`src/rtl/i2c_seq_pkg.sv`:
```
package i2c_seq_pkg;

    typedef enum logic [2:0] {
        OP_START   = 3'd0,
        OP_RSTART  = 3'd1,
        OP_STOP    = 3'd2,
        OP_WRITE   = 3'd3,
        OP_READ    = 3'd4,
        OP_SENDBIT = 3'd5
    } op_e;

    typedef struct packed {
        logic [1:0] phase;
        logic [3:0] bitn;
    } pos_t;

    localparam int unsigned BYTE_BITS = 8;

    function automatic logic op_legal(input logic [2:0] code);
        return code <= 3'd5;
    endfunction

    function automatic logic is_data_op(input op_e op);
        return (op == OP_WRITE) || (op == OP_READ) || (op == OP_SENDBIT);
    endfunction

    // Position of the step that follows (phase, bitn) for a given command.
    function automatic pos_t step_next(input op_e op, input logic [1:0] phase,
                                       input logic [3:0] bitn);
        pos_t p;
        p.phase = phase + 2'd1;
        p.bitn  = bitn;
        if (op == OP_WRITE && phase == 2'd2) begin
            p.phase = 2'd0;
            p.bitn  = bitn + 4'd1;
        end else if (op == OP_READ && phase == 2'd2) begin
            p.phase = 2'd1;
            p.bitn  = bitn + 4'd1;
        end
        return p;
    endfunction

    function automatic logic step_is_last(input op_e op, input logic [1:0] phase,
                                          input logic [3:0] bitn);
        logic r;
        case (op)
            OP_START, OP_STOP, OP_SENDBIT: r = (phase == 2'd2);
            OP_RSTART:                     r = (phase == 2'd3);
            OP_WRITE:                      r = (bitn == 4'(BYTE_BITS)) && (phase == 2'd2);
            OP_READ:                       r = (bitn == 4'(BYTE_BITS - 1)) && (phase == 2'd2);
            default:                       r = 1'b1;
        endcase
        return r;
    endfunction

endpackage

```
`src/rtl/i2c_phase_timer.sv`:
```
module i2c_phase_timer #(
    parameter int unsigned CW = 4
) (
    input  logic          clk,
    input  logic          rst_n,
    input  logic          load,
    input  logic [CW-1:0] load_val,
    output logic          expired
);
    logic [CW-1:0] cnt_d, cnt_q;

    always_comb begin
        cnt_d = cnt_q;
        if (load) begin
            cnt_d = load_val;
        end else if (cnt_q != '0) begin
            cnt_d = cnt_q - 1'b1;
        end
    end

    always_ff @(posedge clk or negedge rst_n) begin
        if (!rst_n) cnt_q <= '0;
        else        cnt_q <= cnt_d;
    end

    assign expired = (cnt_q == '0);

endmodule

```
`src/rtl/i2c_sda_sync.sv`:
```
module i2c_sda_sync #(
    parameter int unsigned STAGES = 2
) (
    input  logic clk,
    input  logic rst_n,
    input  logic din,
    output logic dout
);
    logic [STAGES-1:0] chain_d, chain_q;

    generate
        if (STAGES == 1) begin : g_single
            always_comb chain_d = din;
        end else begin : g_multi
            always_comb chain_d = {chain_q[STAGES-2:0], din};
        end
    endgenerate

    always_ff @(posedge clk or negedge rst_n) begin
        if (!rst_n) chain_q <= '1;
        else        chain_q <= chain_d;
    end

    assign dout = chain_q[STAGES-1];

endmodule

```
`src/rtl/i2c_step_lines.sv`:
```
module i2c_step_lines
    import i2c_seq_pkg::*;
(
    input  op_e        op,
    input  logic [1:0] phase,
    input  logic [3:0] bitn,
    input  logic       dbit,
    output logic       scl,
    output logic       sda
);
    always_comb begin
        scl = 1'b1;
        sda = 1'b1;
        case (op)
            OP_START: begin
                scl = (phase != 2'd2);
                sda = (phase == 2'd0);
            end
            OP_RSTART: begin
                scl = (phase == 2'd1) || (phase == 2'd2);
                sda = (phase == 2'd0) || (phase == 2'd1);
            end
            OP_STOP: begin
                scl = (phase != 2'd0);
                sda = (phase == 2'd2);
            end
            OP_WRITE: begin
                scl = (phase == 2'd1);
                sda = (bitn == 4'(BYTE_BITS)) ? 1'b1 : dbit;
            end
            OP_READ: begin
                scl = (phase == 2'd1);
                sda = 1'b1;
            end
            OP_SENDBIT: begin
                scl = (phase == 2'd1);
                sda = dbit;
            end
            default: begin
                scl = 1'b1;
                sda = 1'b1;
            end
        endcase
    end

endmodule

```
`src/rtl/i2c_bit_sequencer.sv`:
```
module i2c_bit_sequencer
    import i2c_seq_pkg::*;
#(
    parameter int unsigned TICKS_STD  = 10,
    parameter int unsigned TICKS_FAST = 3,
    parameter int unsigned TICKS_FP   = 1,
    parameter int unsigned SYNC_STAGES = 2
) (
    input  logic       clk,
    input  logic       rst_n,
    input  logic       cmd_valid,
    output logic       cmd_ready,
    input  logic [2:0] cmd_op,
    input  logic [7:0] cmd_wdata,
    input  logic [1:0] cmd_speed,
    output logic [7:0] rsp_rdata,
    output logic       rsp_ackbit,
    output logic       scl_oe,
    output logic       sda_oe,
    input  logic       sda_in
);
    localparam int unsigned CW = $clog2(TICKS_STD + 1);

    typedef struct packed {
        logic                 busy;
        op_e                  op;
        logic [1:0]           phase;
        logic [3:0]           bitn;
        logic [CW-1:0]        ticks;
        logic [BYTE_BITS-1:0] sh;
        logic                 scl;
        logic                 sda;
        logic [BYTE_BITS-1:0] rdata;
        logic                 ackbit;
    } state_t;

    state_t st_d, st_q;

    logic          sda_s;
    logic          tmr_load;
    logic [CW-1:0] tmr_val;
    logic          tmr_expired;

    logic                 accept, advance, last_step;
    pos_t                 pos_nxt;
    logic [BYTE_BITS-1:0] sh_nxt, sh_init;
    logic [CW-1:0]        ticks_sel;
    op_e                  nx_op;
    logic [1:0]           nx_phase;
    logic [3:0]           nx_bitn;
    logic                 nx_dbit;
    logic                 nx_scl, nx_sda;

    function automatic logic [CW-1:0] ticks_of(input logic [1:0] spd);
        logic [CW-1:0] t;
        case (spd)
            2'd0:    t = CW'(TICKS_STD);
            2'd1:    t = CW'(TICKS_FAST);
            default: t = CW'(TICKS_FP);
        endcase
        return t;
    endfunction

    i2c_sda_sync #(.STAGES(SYNC_STAGES)) u_sync (
        .clk   (clk),
        .rst_n (rst_n),
        .din   (sda_in),
        .dout  (sda_s)
    );

    i2c_phase_timer #(.CW(CW)) u_timer (
        .clk      (clk),
        .rst_n    (rst_n),
        .load     (tmr_load),
        .load_val (tmr_val),
        .expired  (tmr_expired)
    );

    i2c_step_lines u_lines (
        .op    (nx_op),
        .phase (nx_phase),
        .bitn  (nx_bitn),
        .dbit  (nx_dbit),
        .scl   (nx_scl),
        .sda   (nx_sda)
    );

    // Step bookkeeping and the inputs of the line decoder for the coming step.
    always_comb begin
        accept    = !st_q.busy && cmd_valid && op_legal(cmd_op);
        advance   = st_q.busy && tmr_expired;
        last_step = step_is_last(st_q.op, st_q.phase, st_q.bitn);
        pos_nxt   = step_next(st_q.op, st_q.phase, st_q.bitn);
        ticks_sel = ticks_of(cmd_speed);

        sh_nxt = st_q.sh;
        if (st_q.op == OP_WRITE && st_q.phase == 2'd2 && st_q.bitn < 4'(BYTE_BITS)) begin
            sh_nxt = {st_q.sh[BYTE_BITS-2:0], 1'b0};
        end else if (st_q.op == OP_READ && st_q.phase == 2'd1) begin
            sh_nxt = {st_q.sh[BYTE_BITS-2:0], sda_s};
        end

        case (cmd_op)
            3'd3:    sh_init = cmd_wdata;
            3'd5:    sh_init = {cmd_wdata[0], {(BYTE_BITS-1){1'b0}}};
            default: sh_init = '0;
        endcase

        if (accept) begin
            nx_op    = op_e'(cmd_op);
            nx_phase = 2'd0;
            nx_bitn  = 4'd0;
            nx_dbit  = sh_init[BYTE_BITS-1];
        end else begin
            nx_op    = st_q.op;
            nx_phase = pos_nxt.phase;
            nx_bitn  = pos_nxt.bitn;
            nx_dbit  = sh_nxt[BYTE_BITS-1];
        end
    end

    // Next-state process.
    always_comb begin
        st_d     = st_q;
        tmr_load = 1'b0;
        tmr_val  = '0;

        if (accept) begin
            st_d.busy  = 1'b1;
            st_d.op    = op_e'(cmd_op);
            st_d.phase = 2'd0;
            st_d.bitn  = 4'd0;
            st_d.sh    = sh_init;
            st_d.ticks = ticks_sel;
            st_d.scl   = nx_scl;
            st_d.sda   = nx_sda;
            tmr_load   = 1'b1;
            tmr_val    = ticks_sel - 1'b1;
        end else if (advance) begin
            st_d.sh = sh_nxt;
            if (st_q.op == OP_WRITE && st_q.bitn == 4'(BYTE_BITS) && st_q.phase == 2'd1) begin
                st_d.ackbit = sda_s;
            end
            if (last_step) begin
                st_d.busy = 1'b0;
                if (st_q.op == OP_READ) begin
                    st_d.rdata = sh_nxt;
                end
            end else begin
                st_d.phase = pos_nxt.phase;
                st_d.bitn  = pos_nxt.bitn;
                st_d.scl   = nx_scl;
                st_d.sda   = nx_sda;
                tmr_load   = 1'b1;
                tmr_val    = st_q.ticks - 1'b1;
            end
        end
    end

    always_ff @(posedge clk or negedge rst_n) begin
        if (!rst_n) begin
            st_q.busy   <= 1'b0;
            st_q.op     <= OP_START;
            st_q.phase  <= 2'd0;
            st_q.bitn   <= 4'd0;
            st_q.ticks  <= '0;
            st_q.sh     <= '0;
            st_q.scl    <= 1'b1;
            st_q.sda    <= 1'b1;
            st_q.rdata  <= '0;
            st_q.ackbit <= 1'b1;
        end else begin
            st_q <= st_d;
        end
    end

    assign cmd_ready  = !st_q.busy;
    assign rsp_rdata  = st_q.rdata;
    assign rsp_ackbit = st_q.ackbit;
    assign scl_oe     = !st_q.scl;
    assign sda_oe     = !st_q.sda;

    AST_READY_DROPS: assert property (@(posedge clk) disable iff (!rst_n)
        (cmd_valid && cmd_ready && op_legal(cmd_op)) |=> !cmd_ready);

    AST_HOLD_UNTIL_EXPIRE: assert property (@(posedge clk) disable iff (!rst_n)
        (st_q.busy && !tmr_expired) |=> ($stable(scl_oe) && $stable(sda_oe)));

    AST_IDLE_NO_MOVE: assert property (@(posedge clk) disable iff (!rst_n)
        (!st_q.busy && !(cmd_valid && op_legal(cmd_op))) |=> ($stable(scl_oe) && $stable(sda_oe)));

    AST_DATA_STABLE_HIGH: assert property (@(posedge clk) disable iff (!rst_n)
        (st_q.busy && is_data_op(st_q.op) && !scl_oe) |=> (scl_oe || $stable(sda_oe)));

    AST_ACK_RELEASED: assert property (@(posedge clk) disable iff (!rst_n)
        (st_q.busy && st_q.op == OP_WRITE && st_q.bitn == 4'(BYTE_BITS)) |-> !sda_oe);

    AST_READ_RELEASED: assert property (@(posedge clk) disable iff (!rst_n)
        (st_q.busy && st_q.op == OP_READ) |-> !sda_oe);

endmodule

```
`config.mk`:
```
export PLATFORM = sky130hd
export DESIGN_NAME = i2c_bit_sequencer
export DESIGN_NICKNAME = d
export VERILOG_FILES = /design/src/rtl/i2c_seq_pkg.sv /design/src/rtl/i2c_phase_timer.sv /design/src/rtl/i2c_sda_sync.sv /design/src/rtl/i2c_step_lines.sv /design/src/rtl/i2c_bit_sequencer.sv
export SDC_FILE = /design/constraint.sdc
export NUM_CORES = 1
export LEC_CHECK = 0
export BUFFER_PORTS_ARGS = -buffer_cell sky130_fd_sc_hd__buf_2
export CAP_MARGIN = 15
export CORE_MARGIN = 2
export CORE_UTILIZATION = 35
export CTS_CLUSTER_DIAMETER = 120
export DETAILED_ROUTE_END_ITERATION = 6
export HOLD_SLACK_MARGIN = 0.06
export PLACE_DENSITY = 0.6
export SETUP_SLACK_MARGIN = 0.3
export SYNTH_ARGS = -nofsm -noshare
export SYNTH_HDL_FRONTEND = slang
export SYNTH_SLANG_ARGS = --single-unit
```
`constraint.sdc`:
```
create_clock -name clk -period 2.3 [get_ports clk]
set_input_delay 0.345 -clock clk [delete_from_list [all_inputs] [get_ports clk]]
set_output_delay 0.345 -clock clk [all_outputs]
set_load 0.02 [all_outputs]
```
### Word-level counts from Yosys, hierarchy flattened

Cells that the tools add are included.

* bits in registers: 39
* word-level logic and storage cells: 109

* reductions and logical operators: 32
* bitwise operators: 1
* order comparisons: 2
* multiplexer cells: 34
* add/subtract/negate cells: 5
* equality and inequality tests: 23

Operators by type and width (number)
* $mux W8: 4
* $mux W6: 5
* $mux W4: 6
* $mux W19: 1
* $pmux W8 S2: 1
* $eq A3 B2 Y1 const B: 5
* $eq A3 B3 Y1 const B: 5
* $sub A4 B1 Y4 const B: 3
* $logic_and A1 B1 Y1: 11
* $mux W10: 1
* $mux W1: 9
* $eq A4 B4 Y1 const B: 2
* $pmux W1 S4: 2
* $pmux W4 S2: 1
* $reduce_bool A2 Y1: 4
* $eq A2 B1 Y1 const B: 3
* $eq A2 B2 Y1 const B: 3
* $eq A3 B1 Y1 const B: 2
* $logic_not A3 Y1: 2
* $reduce_or A3 Y1: 2
* $pmux W1 S5: 1
* $add A4 B1 Y4 const B: 1
* $eq A4 B3 Y1 const B: 1
* $logic_not A2 Y1: 2
* other kinds (14): 20

### Logic depth before layout (Yosys ltp)

* word-level depth: 11
* gate-level depth with buffers: 11

### Cells and area by module

A second synthesis with hierarchy kept.

* cells, all modules: 233
* area total of the unflattened synthesis: 2257.2 sq um

Modules (own cells, without submodules)
* i2c_bit_sequencer: seq. area each 804.5 sq um, area an instance 1800.5 sq um, times used 1, cells an instance 185
* i2c_phase_timer: seq. area each 100.1 sq um, area an instance 234.0 sq um, times used 1, cells an instance 22
* i2c_step_lines: seq. area each 0.0 sq um, area an instance 170.2 sq um, times used 1, cells an instance 24
* i2c_sda_sync: seq. area each 52.6 sq um, area an instance 52.6 sq um, times used 1, cells an instance 2

### Worst setup path before layout

Ideal clock, no wire load.

* path kind: register to register
* from: register st_q[31] (netlist bit)
* to: register st_q[10] (netlist bit)
* data required time: 2.223 ns
* arrival: 1.987 ns
* stages on the path, launching flop included: 11
* buffers on the path: 1
* slack: 0.236 ns
* library setup time: 0.077 ns
* cell sequence: dfrtp_1 buf_4 nor2b_1 and2_1 nor3_1 o21ai_0 inv_1 ha_1 a31o_2 a211o_1 a31oi_1

* longest elaborated chain between the ends: 11
* elaborated cells on any way between the ends: 32
* those cells by class: 14 x eq/ne; 9 x mux; 9 x reduce/logical

Ends and longest elaborated chain
* start, declared: line i2c_bit_sequencer.sv:37 `state_t st_d, st_q;`
* start signal, assigned: line i2c_bit_sequencer.sv:173 `st_q <= st_d;`
* $eq A3 B3 Y1: line i2c_seq_pkg.sv:36 `end else if (op == OP_READ && phase == 2'd2) begin`
* $logic_and A1 B1 Y1: line i2c_seq_pkg.sv:36
* $mux W6: line i2c_seq_pkg.sv:36
* $mux W6 *: line i2c_seq_pkg.sv:33 `if (op == OP_WRITE && phase == 2'd2) begin`
* $mux W2 *: line i2c_bit_sequencer.sv:109 `if (accept) begin`
* net nx_phase[1]: line i2c_bit_sequencer.sv:49 `logic [1:0] nx_phase;`
* $eq A2 B1 Y1 / $eq A2 B2 Y1 (equally long branches)
* $logic_or A1 B1 Y1: line i2c_step_lines.sv:20 `scl = (phase == 2'd1) || (phase == 2'd2);`
* $pmux W1 S4 *: line i2c_step_lines.sv:14 `case (op)`
* $mux W2: line i2c_bit_sequencer.sv:144 `if (last_step) begin`
* $mux W19: line i2c_bit_sequencer.sv:139 `end else if (advance) begin`
* $mux W10 *: line i2c_bit_sequencer.sv:128 `if (accept) begin`

The timed path passes the listed nets; every way through them passes the cells marked *. The select of a mux whose other input is x is not followed.
A chain may end at the register's enable or synchronous reset.

### Worst setup path after layout

* from: register st_q[31] (netlist bit)
* to: register st_q[9] (netlist bit)

* longest elaborated chain between the ends: 11
* elaborated cells on any way between the ends: 37
* those cells by class: 13 x eq/ne; 14 x mux; 10 x reduce/logical

Ends and longest elaborated chain
* $eq A3 B3 Y1: line i2c_seq_pkg.sv:36, i2c_seq_pkg.sv:46, i2c_bit_sequencer.sv:99
* $logic_and A1 B1 Y1: line i2c_seq_pkg.sv:36
* $mux W6: line i2c_seq_pkg.sv:36
* $mux W6: line i2c_seq_pkg.sv:33
* $mux W4 / $mux W2 (equally long branches): line i2c_bit_sequencer.sv:109
* $eq A4 B4 Y1, or another cell as far along: line i2c_step_lines.sv:29 `sda = (bitn == 4'(BYTE_BITS)) ? 1'b1 : dbit;`
* $mux W1 / $logic_or A1 B1 Y1 (equally long branches): line i2c_step_lines.sv:29, i2c_step_lines.sv:21
* $pmux W1 S5: line i2c_step_lines.sv:14
* $mux W2: line i2c_bit_sequencer.sv:144
* $mux W19: line i2c_bit_sequencer.sv:139
* $mux W10: line i2c_bit_sequencer.sv:128

Parallel ways exist; a longest one is shown, timed or not. The select of a mux whose other input is x is not followed.

==> reports/qor.csv <==
stage,metric,value,unit
route,Wirelength per Cell,14.8,um
route,via count,1946,
critical_path,worst endpoint required time,2.52,ns
cells_and_area,Post-Layout Cell Count,366,
critical_path,family with the most delay on the worst path,buffers and inverters,
logic_synthesis,Adder-Cell Fraction of Synth Area,4.41,%
critical_path,Crit-path slowest cell,dfrtp_2,
route,initial DRC count,85,
sta,Final Hold Fails,0,
clock_network,CTS tree,yes,
critical_path,CP peak stage delay,0.46,ns
status,status,completed,
sta,Slew HR,43.1,%
hold_path,Hold Path Class,input port to async pin,
critical_path,reg-to-reg endpoint,st_q[9],
sta,PnR worst setup slack,0.273,ns
logic_synthesis,syn avg cell area,9.47,um2
pwr,maximum vdd drop,0.601,mV
logic_synthesis,post-synthesis mux area share,5.89,%
route,DR pass1 iterations,6,
cells_and_area,"Design Area, Final",2860,um2
placement,pre-CTS setup slack,0.0976,ns
critical_path,worst-path maximum fanout,5,
critical_path,Worst R2R Path Depth,9,
sta,Max Clock Skew,0.00771,ns
sta,min Tclk post-route,2.03,ns
clock_network,total CTS buffers,5,
logic_synthesis,Post-synth top flop,dfrtp_1,
critical_path,worst path cell trace,buf_4 -> nand3b_1 -> buf_4 -> a21oi_2 -> buf_4 -> mux2_2 -> nand4_1 -> o211a_1 -> a2bb2oi_1,
logic_synthesis,Syn. warnings,0,
floorplanning,die area,7150,um2
clock_network,"Hold-fix buffers, CTS",0,
pwr,Static Leakage,1.36,nW
critical_path,worst r2r src,st_q[31],
cells_and_area,n_diodes,0,
pwr,Tot Pwr,3.68,mW
cells_and_area,share of cells above drive strength 1,33.6,%
grt,all-layer global routing usage,15.5,%
clock_network,H-tree depth,2,
cells_and_area,"commonest non-fill, non-tap cell in the layout",buf_2,
logic_synthesis,"FF+latch count, synth",38,
critical_path,Crit Path Category,flop to flop,
clock_network,clk slew on worst S/H paths,0.08,ns
logic_synthesis,largest family of logic cells by synthesized area,compound AO/OA/AOI/OAI gates,
critical_path,CP endpoint kind,flop,
clock_network,Clock Path Buffers,2,
critical_path,internal reg-to-reg setup slack,0.27,ns
floorplanning,Die H,84.6,um
grt,global-route wire length before repair,8870,um
cells_and_area,P&R area growth vs syn,25.9,%
grt,total gr overflow,0,
placement,HPWL Detailed,3860,um
route,DRC viols,0,
route,via density per instance,5.32,
logic_synthesis,Synth async-reset ratio,100,%
sta,RSZ-0062 raised after global routing,yes,
logic_synthesis,Synth Area in XOR/XNOR,2.70,%
logic_synthesis,Post-synth EDFFs,0,
route,Routed Antenna Nets,0,
floorplanning,initial core utilization,36.0,%
grt,largest net degree at the start of global routing,39,
cells_and_area,fin nets,313,
grt,vias in the first global route,1806,
placement,GP Congestion,0.855,
clock_network,CTS root buf,clkbuf_8,
logic_synthesis,Synth Cell Area,2270,um2
floorplanning,Core Area,6310,um2
pwr,pwr/cell area,1280,nW/um2
placement,placed inst area,2510,um2
sta,f_max,493,MHz
critical_path,critical path arrival,2.25,ns
floorplanning,Top Ports,29,
critical_path,"most used cell, CP",buf_4,
clock_network,CTS Sinks,38,
logic_synthesis,"Distinct cells, synth",48,
flow_run,total of max-cap violations,0,
critical_path,Worst Setup Start Kind,flop,
cells_and_area,most frequent cells in the layout,"buf_2 (29), dfrtp_1 (28), buf_4 (21)",
logic_synthesis,post-synthesis compound-gate area fraction,19.8,%
sta,Tcrit/Tclk final,88.1,%
placement,total placed cells including tap cells,344,
logic_synthesis,sequential area share after synthesis,42.1,%
grt,antenna violations before repair,0,
sta,final hold slack,0.149,ns
floorplanning,row cnt,29,
cells_and_area,final core occ,45.3,%
route,Routed WL,5410,um
sta,Final setup viols,0,
logic_synthesis,Syn Nets,265,
logic_synthesis,Synth Area in Simple Gates,18.3,%
floorplanning,Chip Width,84.6,um
critical_path,cell depth of the worst setup path,9,
sta,max-slew violations,0,
logic_synthesis,Post-Syn Instances,240,
critical_path,sum of buffers and inverters on the critical path,3,
clock_network,Skew-Pair Late Insertion Delay,0.29,ns
sta,worst slew pin tran,0.854,ns
sta,setup TNS,0,ns
placement,I/O Buffers,28,
-- cells by family after synthesis --
kind of cell    Yosys count
simple gates             80
compound gates           62
flops                    38
buf+inv                  32
mux                      13
fa+ha+maj                 8
xor+xnor                  7
-- synth_stat cells, drive strengths merged, types with 4 or more instances --
cell	instances	area share, %
ha	8	4.4
a222oi	6	2.6
nand3b	5	1.7
nand3	8	1.8
buf	10	3.2
o21ai	16	3.5
dfrtp	33	36
nor3	8	1.8
xor2	4	1.5
nand2	21	3.5
inv	20	3.3
dfstp	5	5.8
nor3b	5	1.9
a21oi	12	2.8
nor2b	6	1.7
mux2i	10	4.4
nor2	15	2.5
-- area by class of cell --
class / count / area, um2
Fill cell: 636 / 3450
Multi-Input combinational cell: 170 / 1250
Sequential cell: 38 / 963
Timing Repair Buffer: 53 / 337
Tap cell: 77 / 96.3
Inverter: 20 / 75.1
Clock buffer: 5 / 68.8
Clock inverter: 3 / 68.8
-- state kept, by name (all words and copies together), names as in the netlist --
signal and count:
st_q 23, u_sync.chain_q 2, rsp_rdata 8, u_timer.cnt_q 4, rsp_ackbit 1
-- report_power, final --
part / switching [mW] / internal, mW / total (mW)
clock network: 0.255 / 0.435 / 0.690
registers: 0.243 / 0.903 / 1.15
logic: 0.934 / 0.905 / 1.84
-- repair_timing --
item                       CTS  global route
gates resized for setup     10            22
setup endpoints to repair   14            24
pin swaps                    3             9
setup buffers                8             5
gates cloned                 0             1
-- worst reg2reg max path, cell delays in order (launching register included) --
cell and delay, ns:
dfrtp_2 0.46, buf_4 0.16, nand3b_1 0.16, buf_4 0.17, a21oi_2 0.20, buf_4 0.17, mux2_2 0.33, nand4_1 0.11
o211a_1 0.16, a2bb2oi_1 0.06
-- metal layers --
metal	up-vias	track usage, %	share of wire (%)	routed length, um
met5	-	0	0	0
met4	0	4.33	1.1	58
met3	7	3.44	5.4	295
met2	56	24.0	47	2540
met1	923	21.8	47	2520
li1	960	-	-	-
-- worst max-delay path by stage --
| stage | start | endpoint | slack (ns) |
|---|---|---|---|
| after floorplan | st_q[32] | st_q[10] | 0.31 |
| after global placement | st_q[31] | st_q[10] | 0.20 |
| after detailed placement | st_q[31] | st_q[10] | 0.1 |
| after global routing | st_q[31] | st_q[9] | 0.15 |
| final | st_q[31] | st_q[9] | 0.27 |
| after CTS | st_q[30] | st_q[10] | 0.27 |
Note: power is estimated with default switching activity, not from simulation.
